`src/rtl/icpu_pkg.sv`:
```
package icpu_pkg;
    localparam int ID_W   = 10;
    localparam int CPU_W  = 3;
    localparam int DATA_W = 32;
    localparam int ADDR_W = 2;
    localparam int WORD_W = ID_W + CPU_W;

    localparam logic [ID_W-1:0] SPURIOUS_ID = 10'd1023;
    localparam logic [ID_W-1:0] SGI_LIMIT   = 10'd16;

    typedef enum logic [ADDR_W-1:0] {
        RA_CTRL = 2'd0,
        RA_MASK = 2'd1,
        RA_ACK  = 2'd2,
        RA_EOI  = 2'd3
    } reg_addr_e;

    typedef enum logic [1:0] {
        ST_OFF    = 2'd0,
        ST_IDLE   = 2'd1,
        ST_SIGNAL = 2'd2
    } fsm_state_e;
endpackage

```
`src/rtl/icpu_regs.sv`:
```
module icpu_regs
    import icpu_pkg::*;
#(
    parameter int PRIO_W = 8
) (
    input  logic              clk_i,
    input  logic              rst_ni,
    input  logic              rd_i,
    input  logic              wr_i,
    input  logic [ADDR_W-1:0] addr_i,
    input  logic [PRIO_W-1:0] wdata_i,
    input  logic [WORD_W-1:0] ack_word_i,
    output logic              en_o,
    output logic [PRIO_W-1:0] pmr_o,
    output logic [DATA_W-1:0] rdata_o
);
    localparam int PAD_W = DATA_W - WORD_W;
    localparam int PMR_PAD_W = DATA_W - PRIO_W;

    logic [DATA_W-1:0] rd_mux;

    always_comb begin
        rd_mux = '0;
        unique case (addr_i)
            RA_CTRL: rd_mux = {{(DATA_W-1){1'b0}}, en_o};
            RA_MASK: rd_mux = {{PMR_PAD_W{1'b0}}, pmr_o};
            RA_ACK:  rd_mux = {{PAD_W{1'b0}}, ack_word_i};
            RA_EOI:  rd_mux = '0;
            default: rd_mux = '0;
        endcase
    end

    always_ff @(posedge clk_i or negedge rst_ni) begin
        if (!rst_ni) begin
            en_o    <= 1'b0;
            pmr_o   <= '0;
            rdata_o <= '0;
        end else begin
            if (wr_i && addr_i == RA_CTRL) en_o  <= wdata_i[0];
            if (wr_i && addr_i == RA_MASK) pmr_o <= wdata_i;
            if (rd_i)                      rdata_o <= rd_mux;
        end
    end

    AST_CTRL_WRITE: assert property (@(posedge clk_i) disable iff (!rst_ni)
        (wr_i && addr_i == RA_CTRL) |=> (en_o == $past(wdata_i[0])));
endmodule

```
`src/rtl/icpu_active.sv`:
```
module icpu_active
    import icpu_pkg::*;
#(
    parameter int NUM_IDS = 64
) (
    input  logic            clk_i,
    input  logic            rst_ni,
    input  logic            set_en_i,
    input  logic [ID_W-1:0] set_id_i,
    input  logic            clr_req_i,
    input  logic [ID_W-1:0] clr_id_i,
    input  logic [ID_W-1:0] query_id_i,
    output logic            clr_fire_o,
    output logic            query_active_o
);
    localparam int IDX_W = (NUM_IDS > 1) ? $clog2(NUM_IDS) : 1;

    logic [NUM_IDS-1:0] act_q;
    logic               clr_in_range;
    logic               query_in_range;

    assign clr_in_range   = int'(clr_id_i) < NUM_IDS;
    assign query_in_range = int'(query_id_i) < NUM_IDS;
    assign clr_fire_o     = clr_req_i && clr_in_range && act_q[clr_id_i[IDX_W-1:0]];
    assign query_active_o = query_in_range && act_q[query_id_i[IDX_W-1:0]];

    generate
        for (genvar g = 0; g < NUM_IDS; g++) begin : g_slot
            always_ff @(posedge clk_i or negedge rst_ni) begin
                if (!rst_ni) begin
                    act_q[g] <= 1'b0;
                end else if (set_en_i && int'(set_id_i) == g) begin
                    act_q[g] <= 1'b1;
                end else if (clr_fire_o && int'(clr_id_i) == g) begin
                    act_q[g] <= 1'b0;
                end
            end
        end
    endgenerate

    AST_CLAIM_MARKS_ACTIVE: assert property (@(posedge clk_i) disable iff (!rst_ni)
        set_en_i |=> act_q[$past(set_id_i[IDX_W-1:0])]);
    AST_EOI_CLEARS_ACTIVE: assert property (@(posedge clk_i) disable iff (!rst_ni)
        (clr_fire_o && !(set_en_i && set_id_i == clr_id_i))
            |=> !act_q[$past(clr_id_i[IDX_W-1:0])]);
endmodule

```
`src/rtl/icpu_fsm.sv`:
```
module icpu_fsm
    import icpu_pkg::*;
#(
    parameter int NUM_IDS = 64,
    parameter int PRIO_W  = 8
) (
    input  logic              clk_i,
    input  logic              rst_ni,
    input  logic              en_i,
    input  logic [PRIO_W-1:0] pmr_i,
    input  logic              cand_valid_i,
    input  logic [ID_W-1:0]   cand_id_i,
    input  logic [PRIO_W-1:0] cand_prio_i,
    input  logic [CPU_W-1:0]  cand_src_i,
    input  logic              cand_active_i,
    input  logic              ack_rd_i,
    output logic              irq_o,
    output logic              ack_take_o,
    output logic [WORD_W-1:0] ack_word_o
);
    fsm_state_e state_q, state_d;
    logic       qualify;
    logic [CPU_W-1:0] src_field;

    assign qualify = en_i && cand_valid_i && (int'(cand_id_i) < NUM_IDS)
                  && !cand_active_i && (cand_prio_i < pmr_i);
    assign ack_take_o = ack_rd_i && qualify;
    assign src_field  = (cand_id_i < SGI_LIMIT) ? cand_src_i : '0;
    assign ack_word_o = ack_take_o ? {src_field, cand_id_i} : {{CPU_W{1'b0}}, SPURIOUS_ID};

    always_comb begin
        state_d = state_q;
        unique case (state_q)
            ST_OFF: begin
                if (qualify && !ack_take_o) state_d = ST_SIGNAL;
                else if (en_i)              state_d = ST_IDLE;
            end
            ST_IDLE: begin
                if (!en_i)                       state_d = ST_OFF;
                else if (qualify && !ack_take_o) state_d = ST_SIGNAL;
            end
            ST_SIGNAL: begin
                if (!en_i)                        state_d = ST_OFF;
                else if (ack_take_o || !qualify)  state_d = ST_IDLE;
            end
            default: state_d = ST_OFF;
        endcase
    end

    always_ff @(posedge clk_i or negedge rst_ni) begin
        if (!rst_ni) state_q <= ST_OFF;
        else         state_q <= state_d;
    end

    always_comb begin
        irq_o = (state_q == ST_SIGNAL);
    end

    AST_IRQ_NEEDS_ENABLE: assert property (@(posedge clk_i) disable iff (!rst_ni)
        irq_o |-> $past(en_i));
    AST_IRQ_STRICT_MASK: assert property (@(posedge clk_i) disable iff (!rst_ni)
        irq_o |-> $past(cand_prio_i < pmr_i));
    AST_IRQ_NOT_ACTIVE: assert property (@(posedge clk_i) disable iff (!rst_ni)
        irq_o |-> !$past(cand_active_i));
endmodule

```
`src/rtl/cpu_irq_ack.sv`:
```
module cpu_irq_ack
    import icpu_pkg::*;
#(
    parameter int NUM_IDS = 64,
    parameter int PRIO_W  = 8
) (
    input  logic              clk_i,
    input  logic              rst_ni,
    input  logic              cand_valid_i,
    input  logic [9:0]        cand_id_i,
    input  logic [PRIO_W-1:0] cand_prio_i,
    input  logic [2:0]        cand_src_i,
    input  logic              reg_rd_i,
    input  logic              reg_wr_i,
    input  logic [1:0]        reg_addr_i,
    input  logic [31:0]       reg_wdata_i,
    output logic [31:0]       reg_rdata_o,
    output logic              irq_o,
    output logic              ack_valid_o,
    output logic [9:0]        ack_id_o,
    output logic              eoi_valid_o,
    output logic [9:0]        eoi_id_o
);
    logic              en;
    logic [PRIO_W-1:0] pmr;
    logic              ack_take;
    logic [WORD_W-1:0] ack_word;
    logic              cand_active;
    logic              eoi_req;
    logic              eoi_fire;
    logic              unused_wdata_bits;

    assign unused_wdata_bits = ^reg_wdata_i[DATA_W-1:ID_W];
    assign eoi_req = reg_wr_i && (reg_addr_i == RA_EOI);

    icpu_regs #(.PRIO_W(PRIO_W)) u_regs (
        .clk_i      (clk_i),
        .rst_ni     (rst_ni),
        .rd_i       (reg_rd_i),
        .wr_i       (reg_wr_i),
        .addr_i     (reg_addr_i),
        .wdata_i    (reg_wdata_i[PRIO_W-1:0]),
        .ack_word_i (ack_word),
        .en_o       (en),
        .pmr_o      (pmr),
        .rdata_o    (reg_rdata_o)
    );

    icpu_active #(.NUM_IDS(NUM_IDS)) u_active (
        .clk_i          (clk_i),
        .rst_ni         (rst_ni),
        .set_en_i       (ack_take),
        .set_id_i       (cand_id_i),
        .clr_req_i      (eoi_req),
        .clr_id_i       (reg_wdata_i[ID_W-1:0]),
        .query_id_i     (cand_id_i),
        .clr_fire_o     (eoi_fire),
        .query_active_o (cand_active)
    );

    icpu_fsm #(.NUM_IDS(NUM_IDS), .PRIO_W(PRIO_W)) u_fsm (
        .clk_i         (clk_i),
        .rst_ni        (rst_ni),
        .en_i          (en),
        .pmr_i         (pmr),
        .cand_valid_i  (cand_valid_i),
        .cand_id_i     (cand_id_i),
        .cand_prio_i   (cand_prio_i),
        .cand_src_i    (cand_src_i),
        .cand_active_i (cand_active),
        .ack_rd_i      (reg_rd_i && (reg_addr_i == RA_ACK)),
        .irq_o         (irq_o),
        .ack_take_o    (ack_take),
        .ack_word_o    (ack_word)
    );

    always_ff @(posedge clk_i or negedge rst_ni) begin
        if (!rst_ni) begin
            ack_valid_o <= 1'b0;
            ack_id_o    <= '0;
            eoi_valid_o <= 1'b0;
            eoi_id_o    <= '0;
        end else begin
            ack_valid_o <= ack_take;
            eoi_valid_o <= eoi_fire;
            if (ack_take) ack_id_o <= cand_id_i;
            if (eoi_fire) eoi_id_o <= reg_wdata_i[ID_W-1:0];
        end
    end

    AST_CLAIM_DROPS_IRQ: assert property (@(posedge clk_i) disable iff (!rst_ni)
        ack_valid_o |-> !irq_o);
    AST_EOI_FROM_WRITE: assert property (@(posedge clk_i) disable iff (!rst_ni)
        eoi_valid_o |-> $past(reg_wr_i && reg_addr_i == RA_EOI));
    AST_CLAIM_FROM_READ: assert property (@(posedge clk_i) disable iff (!rst_ni)
        ack_valid_o |-> $past(reg_rd_i && reg_addr_i == RA_ACK && en));
endmodule

```
`config.mk`:
```
export PLATFORM = sky130hd
export DESIGN_NAME = cpu_irq_ack
export DESIGN_NICKNAME = d
export VERILOG_FILES = /design/src/rtl/icpu_pkg.sv /design/src/rtl/icpu_regs.sv /design/src/rtl/icpu_active.sv /design/src/rtl/icpu_fsm.sv /design/src/rtl/cpu_irq_ack.sv
export SDC_FILE = /design/constraint.sdc
export NUM_CORES = 1
export LEC_CHECK = 0
export BUFFER_PORTS_ARGS = -buffer_cell sky130_fd_sc_hd__buf_2
export CAP_MARGIN = 20
export CORE_ASPECT_RATIO = 0.8
export CORE_MARGIN = 2
export CORE_UTILIZATION = 53
export CTS_CLUSTER_DIAMETER = 200
export DETAILED_ROUTE_END_ITERATION = 8
export PLACE_DENSITY = 0.77
export SKIP_CTS_REPAIR_TIMING = 1
export SYNTH_ARGS = -nofsm -noshare
export SYNTH_HDL_FRONTEND = slang
export SYNTH_SLANG_ARGS = --single-unit
```
`constraint.sdc`:
```
create_clock -name clk_i -period 4.6 [get_ports clk_i]
set_input_delay 0.23 -clock clk_i [delete_from_list [all_inputs] [get_ports clk_i]]
set_output_delay 0.23 -clock clk_i [all_outputs]
set_load 0.02 [all_outputs]
```
* After elaboration in Yosys (flattened, before gate mapping)
Index checks and enable logic that the tools add are counted.
** Storage, ports and cells
- Word-level logic and storage cells :: 568
- Register bits :: 129
** Cells by class
- $lt $le $gt $ge :: 6
- Reductions and logical operators :: 214
- Eq/ne operators :: 134
- Muxes and demuxes :: 142
** Operator list (number)
- 10-bit by 7-bit == test with 1-bit output (second input constant) :: 64
- 10-bit by 6-bit == test with 1-bit output (second input constant) :: 32
- 10-bit by 5-bit == test with 1-bit output (second input constant) :: 16
- 1-bit logical AND :: 141
- 1-bit 2-to-1 mux :: 130
- 32-bit case mux with 4 select lines :: 1
- 2-bit nonzero test :: 64
- 10-bit by 4-bit == test with 1-bit output (second input constant) :: 8
- 10-bit by 3-bit == test with 1-bit output (second input constant) :: 4
- 10-bit by 2-bit == test with 1-bit output (second input constant) :: 2
- 10-bit logical NOT :: 2
- 10-bit by 7-bit less-than comparator with 1-bit output (second input constant) :: 2
- 6-bit by 7-bit less-than comparator with 1-bit output (second input constant) :: 2
- 13-bit 2-to-1 mux :: 1
- 1-bit binary-select mux with 6-bit select :: 2
- 2-bit 2-to-1 mux :: 6
- 10-bit by 5-bit less-than comparator with 1-bit output (second input constant) :: 1
- 3-bit by 2-bit != test with 1-bit output (second input constant) :: 3
- 8-bit less-than comparator :: 1
- 2-bit == test (second input constant) :: 3
- 2-bit case mux with 3 select lines :: 1
- 2-bit by 1-bit == test with 1-bit output (second input constant) :: 2
- 2-bit logical NOT :: 2
- 1-bit logical NOT :: 3
- 3 further kinds :: 3

* Longest topological paths before layout
Gate-level depths: netlist (run 1).
- Word-level depth :: 12
- Depth in mapped cells :: 11

* Modules after synthesis
From an unflattened synthesis (run 1), not the netlist that was laid out.
** Unflattened totals
- Cell total of the unflattened synthesis :: 590
- Area, all modules :: 6436.2 um2
** Modules (own cells, without submodules)
- icpu_active :: times used 1, sequential area each 1601.5 um2, area an instance 4050.1 um2, cells each 385
- icpu_regs :: times used 1, sequential area each 550.5 um2, area an instance 1074.8 um2, cells each 100
- cpu_irq_ack :: times used 1, sequential area each 550.5 um2, area an instance 888.4 um2, cells each 46
- icpu_fsm :: times used 1, sequential area each 50.0 um2, area an instance 422.9 um2, cells each 59

* Worst setup path before layout (run 1)
OpenSTA, ideal clock, no wires.
- Path type :: flip-flop to flip-flop
- From :: reg u_regs.pmr_o[2]
- To :: reg ack_id_o[0]
- Setup time :: 125 ps
- Data required time :: 4475 ps
- Cell stages (with the launch flop) :: 11
- Setup slack :: 2143 ps
- Arrival :: 2332 ps
- Period minus slack after synthesis :: 2457 ps
- Cells stage by stage :: dfrtp_1 inv_1 ha_1 a21o_1 a31oi_1 nor3_1 nor4_1 or3b_1 buf_2 nand2_4 mux2_2
** Between the ends
- Longest elaborated chain between the ends :: 3
** Ends and longest elaborated chain
- start, declared :: RTL line icpu_regs.sv:14 : output logic [PRIO_W-1:0] pmr_o,
- start signal, assigned :: RTL line icpu_regs.sv:40 : if (wr_i && addr_i == RA_MASK) pmr_o <= wdata_i;
- 8-bit less-than comparator :: RTL line icpu_fsm.sv:26 : && !cand_active_i && (cand_prio_i < pmr_i);
- 1-bit logical AND :: RTL line icpu_fsm.sv:26
- 1-bit logical AND :: RTL line icpu_fsm.sv:27 : assign ack_take_o = ack_rd_i && qualify;
- named net ack_take :: RTL line cpu_irq_ack.sv:26 : logic ack_take;
- end signal, assigned :: RTL line cpu_irq_ack.sv:86 : if (ack_take) ack_id_o <= cand_id_i;
- end, declared :: RTL line cpu_irq_ack.sv:20 : output logic [9:0] ack_id_o,
The timed path passes the listed nets, and every way through them passes these cells.
A chain may end at the register's enable or synchronous reset.

* Worst setup path after layout (run 1)
Same ends and word-level chain as after synthesis.

==> results.cfg, run 1 <==
[status]
outcome = finished, final reports clean

[detailed_routing]
ant_nets = 0
route.detailed.drc = 0
drtIter0Drc = 678
vias = 5450
wl_per_cell_um = 22.0
first_pass_iters = 7
via_per_inst = 6.47
wl_um = 18500

[die]
initial_utilization_pct = 54.1
ios = 115
die_w_um = 125
core_um2 = 11400
dieArea_um2 = 12600
die_h_um = 101
row_count = 35

[final_layout]
mostFrequentLayoutCell = dfrtp_1
n_fill_cell = 955
syn2layout_area_growth_pct = 9.81
n_antenna_cell = 0
final_layout_size_suffix_gt1_share_pct = 18.0
final_nets = 756
layout.cells.most_common_list = 110 x dfrtp_1, 76 x o21ai_0, 72 x buf_2, 58 x nand2_1, 57 x mux2i_1
final_area_um2 = 6800
seq_area_um2 = 2750
multi_input_area_um2 = 3010

[placed_design]
io_buffers = 73
place_ws_ns = 1.38
dp_hpwl_um = 12800
place.gp.congestion = 0.966
placed_area_um2 = 6470

[setup_path]
end_kind = flop
cp_slowest_cell = nor4_1
startpoint = u_regs.pmr_o[2]
critPathCapture = ack_id_o[0]
rrSetupSlack_ns = 1.54
r2r-start = u_regs.pmr_o[2]
crit_arrival_ns = 3.30
critPathMaxFanout = 10
worstSetupPathType = reg2reg
worstRegToRegCells = 9
crit_path_start_kind = flop
worstPathRequired_ns = 4.85
path_cells = inv_1, ha_1, a21o_1, a31oi_1, nor3_1, nor4_1, or3b_1, nand2_4, mux2_2
regToRegEndpoint = ack_id_o[0]
max_stage_delay_ns = 0.61

[global_routing]
grt_start_max_net_pins = 59
groute.usage.overall_pct = 30.2
grt_pass1_wl_um = 29400
antenna_found_initial = 0
grt_pass1_vias = 5289
grt-ovfl-total = 0

[timing]
max_freq_mhz = 327
slew_violations = 0
max-slew-margin-rel_pct = 34.2
worstMarginPinSlew_ns = 0.988
grt_setup_unrepaired = no
layout_min_cycle_time_ns = 3.06
finalClockSkew_ns = 0.00663
finalSetupViolations = 0
fin_setup_tns_ns = 0
setup_ws_ns = 1.54
hold_violations = 0
fin_crit_sh_pct = 66.4

[clocking]
cts_buffers = 9
clk_path_buf_depth = 2
clk_pin_slew_ns = 0.08
clockRootBuffer = clkbuf_16
clkLatencyLatePin_ns = 0.36
cts_sinks = 110
tritoncts = done
htreeDepth = 3

[synthesis]
synth_edf_count = 0
ys_seq_elements = 110
syn_area_um2 = 6190
synthArstFlopShare_pct = 100
ys_seq_area_share_pct = 44.5
yosys_warnings = 0
syn_avg_cell_area_um2 = 9.64
synthCells = 642
synthFlopType = dfrtp_1
synthDistinctLibCells = 56

[job]
cap_violations = 0

[pwr]
ir_drop_mv = 0.207
p_per_area_nw_per_um2 = 313
p_leak_nw = 3.19

[hold_path]
min_path_type = in2reg
## routing by layer
metal	vias to the layer above	track usage [%]	part of all wire, %
met4	0	11.8	3.2
met3	70	7.64	11
met2	329	45.5	43
li1	2396	-	-
met1	2655	42.4	43
met5	-	0	0
## per-stage QoR
stage               hold WS, ns  instances  power, mW  util [%]
CTS                     -0.0607        841       2.13      59.4
detailed placement        0.325        825       1.33      56.6
finish                   0.0961        842       2.13      59.5
global route              0.102        842       2.21      59.5
floorplan               -0.0656        660       1.24         -
global placement          0.314        825       1.33      56.6
## layout make-up
class                   count  area share [%]
inverters                  28            1.55
clock inverters             7            1.34
clock buffers               9            3.31
multi-input cells         460            44.3
flip-flops and latches    110            40.5
well taps                 148            2.73
repair buffers             80            6.22
## Yosys cell counts, drive strengths merged (2+ instances only)
cell,n,share of area (%)
o22ai,7,0.71
mux2i,57,9.2
a21oi,22,1.8
inv,27,1.6
and4,2,0.28
mux2,14,2.5
or4b,2,0.38
nand4,6,0.71
dfrtp,110,44
ha,7,1.4
o31ai,47,5.7
nor2b,11,1.1
and3,5,0.51
clkbuf,21,1.3
nor4,2,0.30
a31o,2,0.28
nand3,27,2.3
nor3,5,0.40
nor2,23,1.5
and2,2,0.20
buf,41,5.0
nand2b,5,0.63
o211ai,3,0.36
o21ai,94,7.7
nand2,60,3.8
mux4,4,1.5
a22oi,20,2.4
## worst min path at each step
stage                       start                 end  slack [ns]  cells after the start
detailed placement         rst_ni  u_active.act_q[52]        0.33                      1
global placement           rst_ni  u_active.act_q[52]        0.31                      1
finish              cand_src_i[0]  u_regs.rdata_o[10]         0.1                      3
CTS                        rst_ni  u_active.act_q[22]       -0.06                      1
floorplan                  rst_ni         ack_id_o[0]       -0.07                      0
global route        cand_src_i[0]  u_regs.rdata_o[10]        0.10                      3
## registers in the layout, summed over array words and instances (netlist names)
signal	flops
u_regs.en_o	1
eoi_id_o	10
u_fsm.state_q	2
u_regs.rdata_o	13
ack_id_o	10
ack_valid_o	1
eoi_valid_o	1
u_active.act_q	64
u_regs.pmr_o	8
## kinds of logic after synthesis
group | Yosys count | synth area share (%)
AOI/OAI and AO/OA | 201 | 19.7
adders and majority gates | 8 | 1.58
buffers and inverters | 90 | 7.93
DFF | 110 | 44.5
muxes | 75 | 13.2
other | 1 | 0.0606
and+or+nand+nor | 157 | 13.0
## critical path: cells and delay by family, from the launching register on
family          cells  cell delay, ns
simple gates        4            1.50
fa+ha+maj           1            0.29
compound gates      2            0.31
mux                 1            0.36
buf+inv             1            0.07
flops               1            0.42
## report_power, final
part	total (mW)	internal, mW	leakage [nW]	switching (mW)
logic	0.294	0.0942	1.56	0.200
clock network	0.810	0.395	0.152	0.415
registers	1.03	1.00	1.48	0.0253
(Power assumes the default switching activity.)
==> inputs of run 2 (changes only) <==
CORE_UTILIZATION = 51   (was 53)
clock period = 2.72 ns   (was 4.6 ns; I/O delays follow)
==> run 2 against run 1 <==
  * Core utilization is 0.43 points higher
  * Clock skew is 0.0042 ns higher
  * Count of clock-buffer cells in the layout stayed put
  * Die area is 3.8% higher
  * Fmax is 20% higher
  * Sequential share of layout area is 1.2 points lower
  * Final area is 3.0% higher
  * Sequential power is 68% higher
  * Critical path depth stayed put
  * Flip-flop and latch count stayed put
  * Global-route usage hardly changed
==> results.cfg, run 2 (synthesized netlist as in run 1, its figures left out) <==
[status]
outcome = finished, final reports clean

[final_layout]
n_antenna_cell = 0
syn2layout_area_growth_pct = 13.1
multi_input_area_um2 = 3020
layout.cells.most_common_list = 110 x dfrtp_1, 75 x o21ai_0, 72 x buf_2, 58 x nand2_1, 57 x mux2i_1
seq_area_um2 = 2750
largest_register_ffs = 64
top_regs = u_active.act_q: 64 flops, u_regs.rdata_o: 13 flops
final_core_util_pct = 59.9
fin_cells = 865
final_nets = 779
n_fill_cell = 1011
mostFrequentLayoutCell = dfrtp_1
final_area_um2 = 7000
largest_register = u_active.act_q
final_layout_size_suffix_gt1_share_pct = 20.9

[pwr]
p_leak_nw = 3.31
ir_drop_mv = 0.370
p_per_area_nw_per_um2 = 517
totalPowerFinal_mw = 3.62

[setup_path]
crit_arrival_ns = 2.83
worstSetupPathType = reg2reg
end_kind = flop
critPathMaxFanout = 15
crit_family = simple AND/OR/NAND/NOR gates
path_cells = inv_1, ha_1, a21o_1, a31oi_1, nor3_1, nor3_2, or4b_4, or2_4, o21ai_0
cp_slowest_cell = or4b_4
max_stage_delay_ns = 0.53
crit_path_start_kind = flop
path_buf_inv = 1
worstPathRequired_ns = 3.00

[detailed_routing]
drtIter0Drc = 559
vias = 5544
via_per_inst = 6.41
first_pass_iters = 6
wl_um = 19600
ant_nets = 0
route.detailed.drc = 0
wl_per_cell_um = 22.7

[placed_design]
place_ws_ns = 0.0879
dp_hpwl_um = 14100
dp.cells = 848
placed_area_um2 = 6680
io_buffers = 73
place.gp.congestion = 1.03

[timing]
setup_ws_ns = 0.166
hold_violations = 0
fin_crit_sh_pct = 93.9
fin_setup_tns_ns = 0
layout_min_cycle_time_ns = 2.55
slew_violations = 0
finalClockSkew_ns = 0.0109
timing.hold.ws_ns = 0.00457
grt_setup_unrepaired = no
max_freq_mhz = 391
worstMarginPinSlew_ns = 0.703
max-slew-margin-rel_pct = 52.7
finalSetupViolations = 0

[clocking]
clk_pin_slew_ns = 0.08
clockRootBuffer = clkbuf_16
clkLatencyLatePin_ns = 0.37
tritoncts = done
cts_buffers = 9
htreeDepth = 3
cts_sinks = 110
clk_path_buf_depth = 2

[die]
core_um2 = 11700
dieArea_um2 = 13000
die_h_um = 103
ios = 115
row_count = 35
initial_utilization_pct = 52.9
die_w_um = 127

[global_routing]
met3_usage_pct = 9.08
grt-ovfl-total = 0
grt_pass1_wl_um = 29600
antenna_found_initial = 0
grt_use_met2_pct = 45.7
grt_start_max_net_pins = 62
grt_pass1_vias = 5307
top_usage_layer = met2
groute.usage.overall_pct = 30.1
grt_util_met1_pct = 41.7

[hold_path]
min_path_type = in2reg

[job]
cap_violations = 0
## run 2: final timing paths
path / startpoint / to / slack (ns) / depth (start not counted)
max: u_regs.pmr_o[2] / u_active.act_q[40] / 0.17 / 9
min: cand_src_i[2] / u_regs.rdata_o[12] / 0.005 / 3
max reg2reg: u_regs.pmr_o[2] / u_active.act_q[40] / 0.17 / 9
min reg2reg: eoi_id_o[6] / eoi_id_o[6] / 0.50 / 2
max in group asynchronous: rst_ni / u_active.act_q[39] / 1.60 / 3
min in group asynchronous: rst_ni / u_active.act_q[40] / 0.35 / 2
## run 2: routing by layer
metal  vias to the layer above  wire (um)
met1                      2709       8200
met3                        54       2320
li1                       2439          -
met4                         0        487
met2                       342       8610
met5                         -          0
## run 2: area by class of cell
class / instances / share of cell area [%]
multi-input combinational: 460 / 43.1
sequential: 110 / 39.3
timing repair buffer: 103 / 9.04
clock buffer: 9 / 3.22
tap: 148 / 2.64
inverter: 28 / 1.50
clock inverter: 7 / 1.14
## run 2: worst reg2reg max path, delay by kind of cell (launching register included)
kind	cells	cell delay, ns
simple gates	4	1.23
buf+inv	1	0.06
compound gates	3	0.53
flops	1	0.38
fa+ha+maj	1	0.28
## run 2: where the power goes
part	switching [mW]	leakage (nW)	total, mW	internal, mW
Combinational	0.352	1.69	0.525	0.173
Clock	0.700	0.146	1.36	0.663
Sequential	0.0435	1.48	1.73	1.69
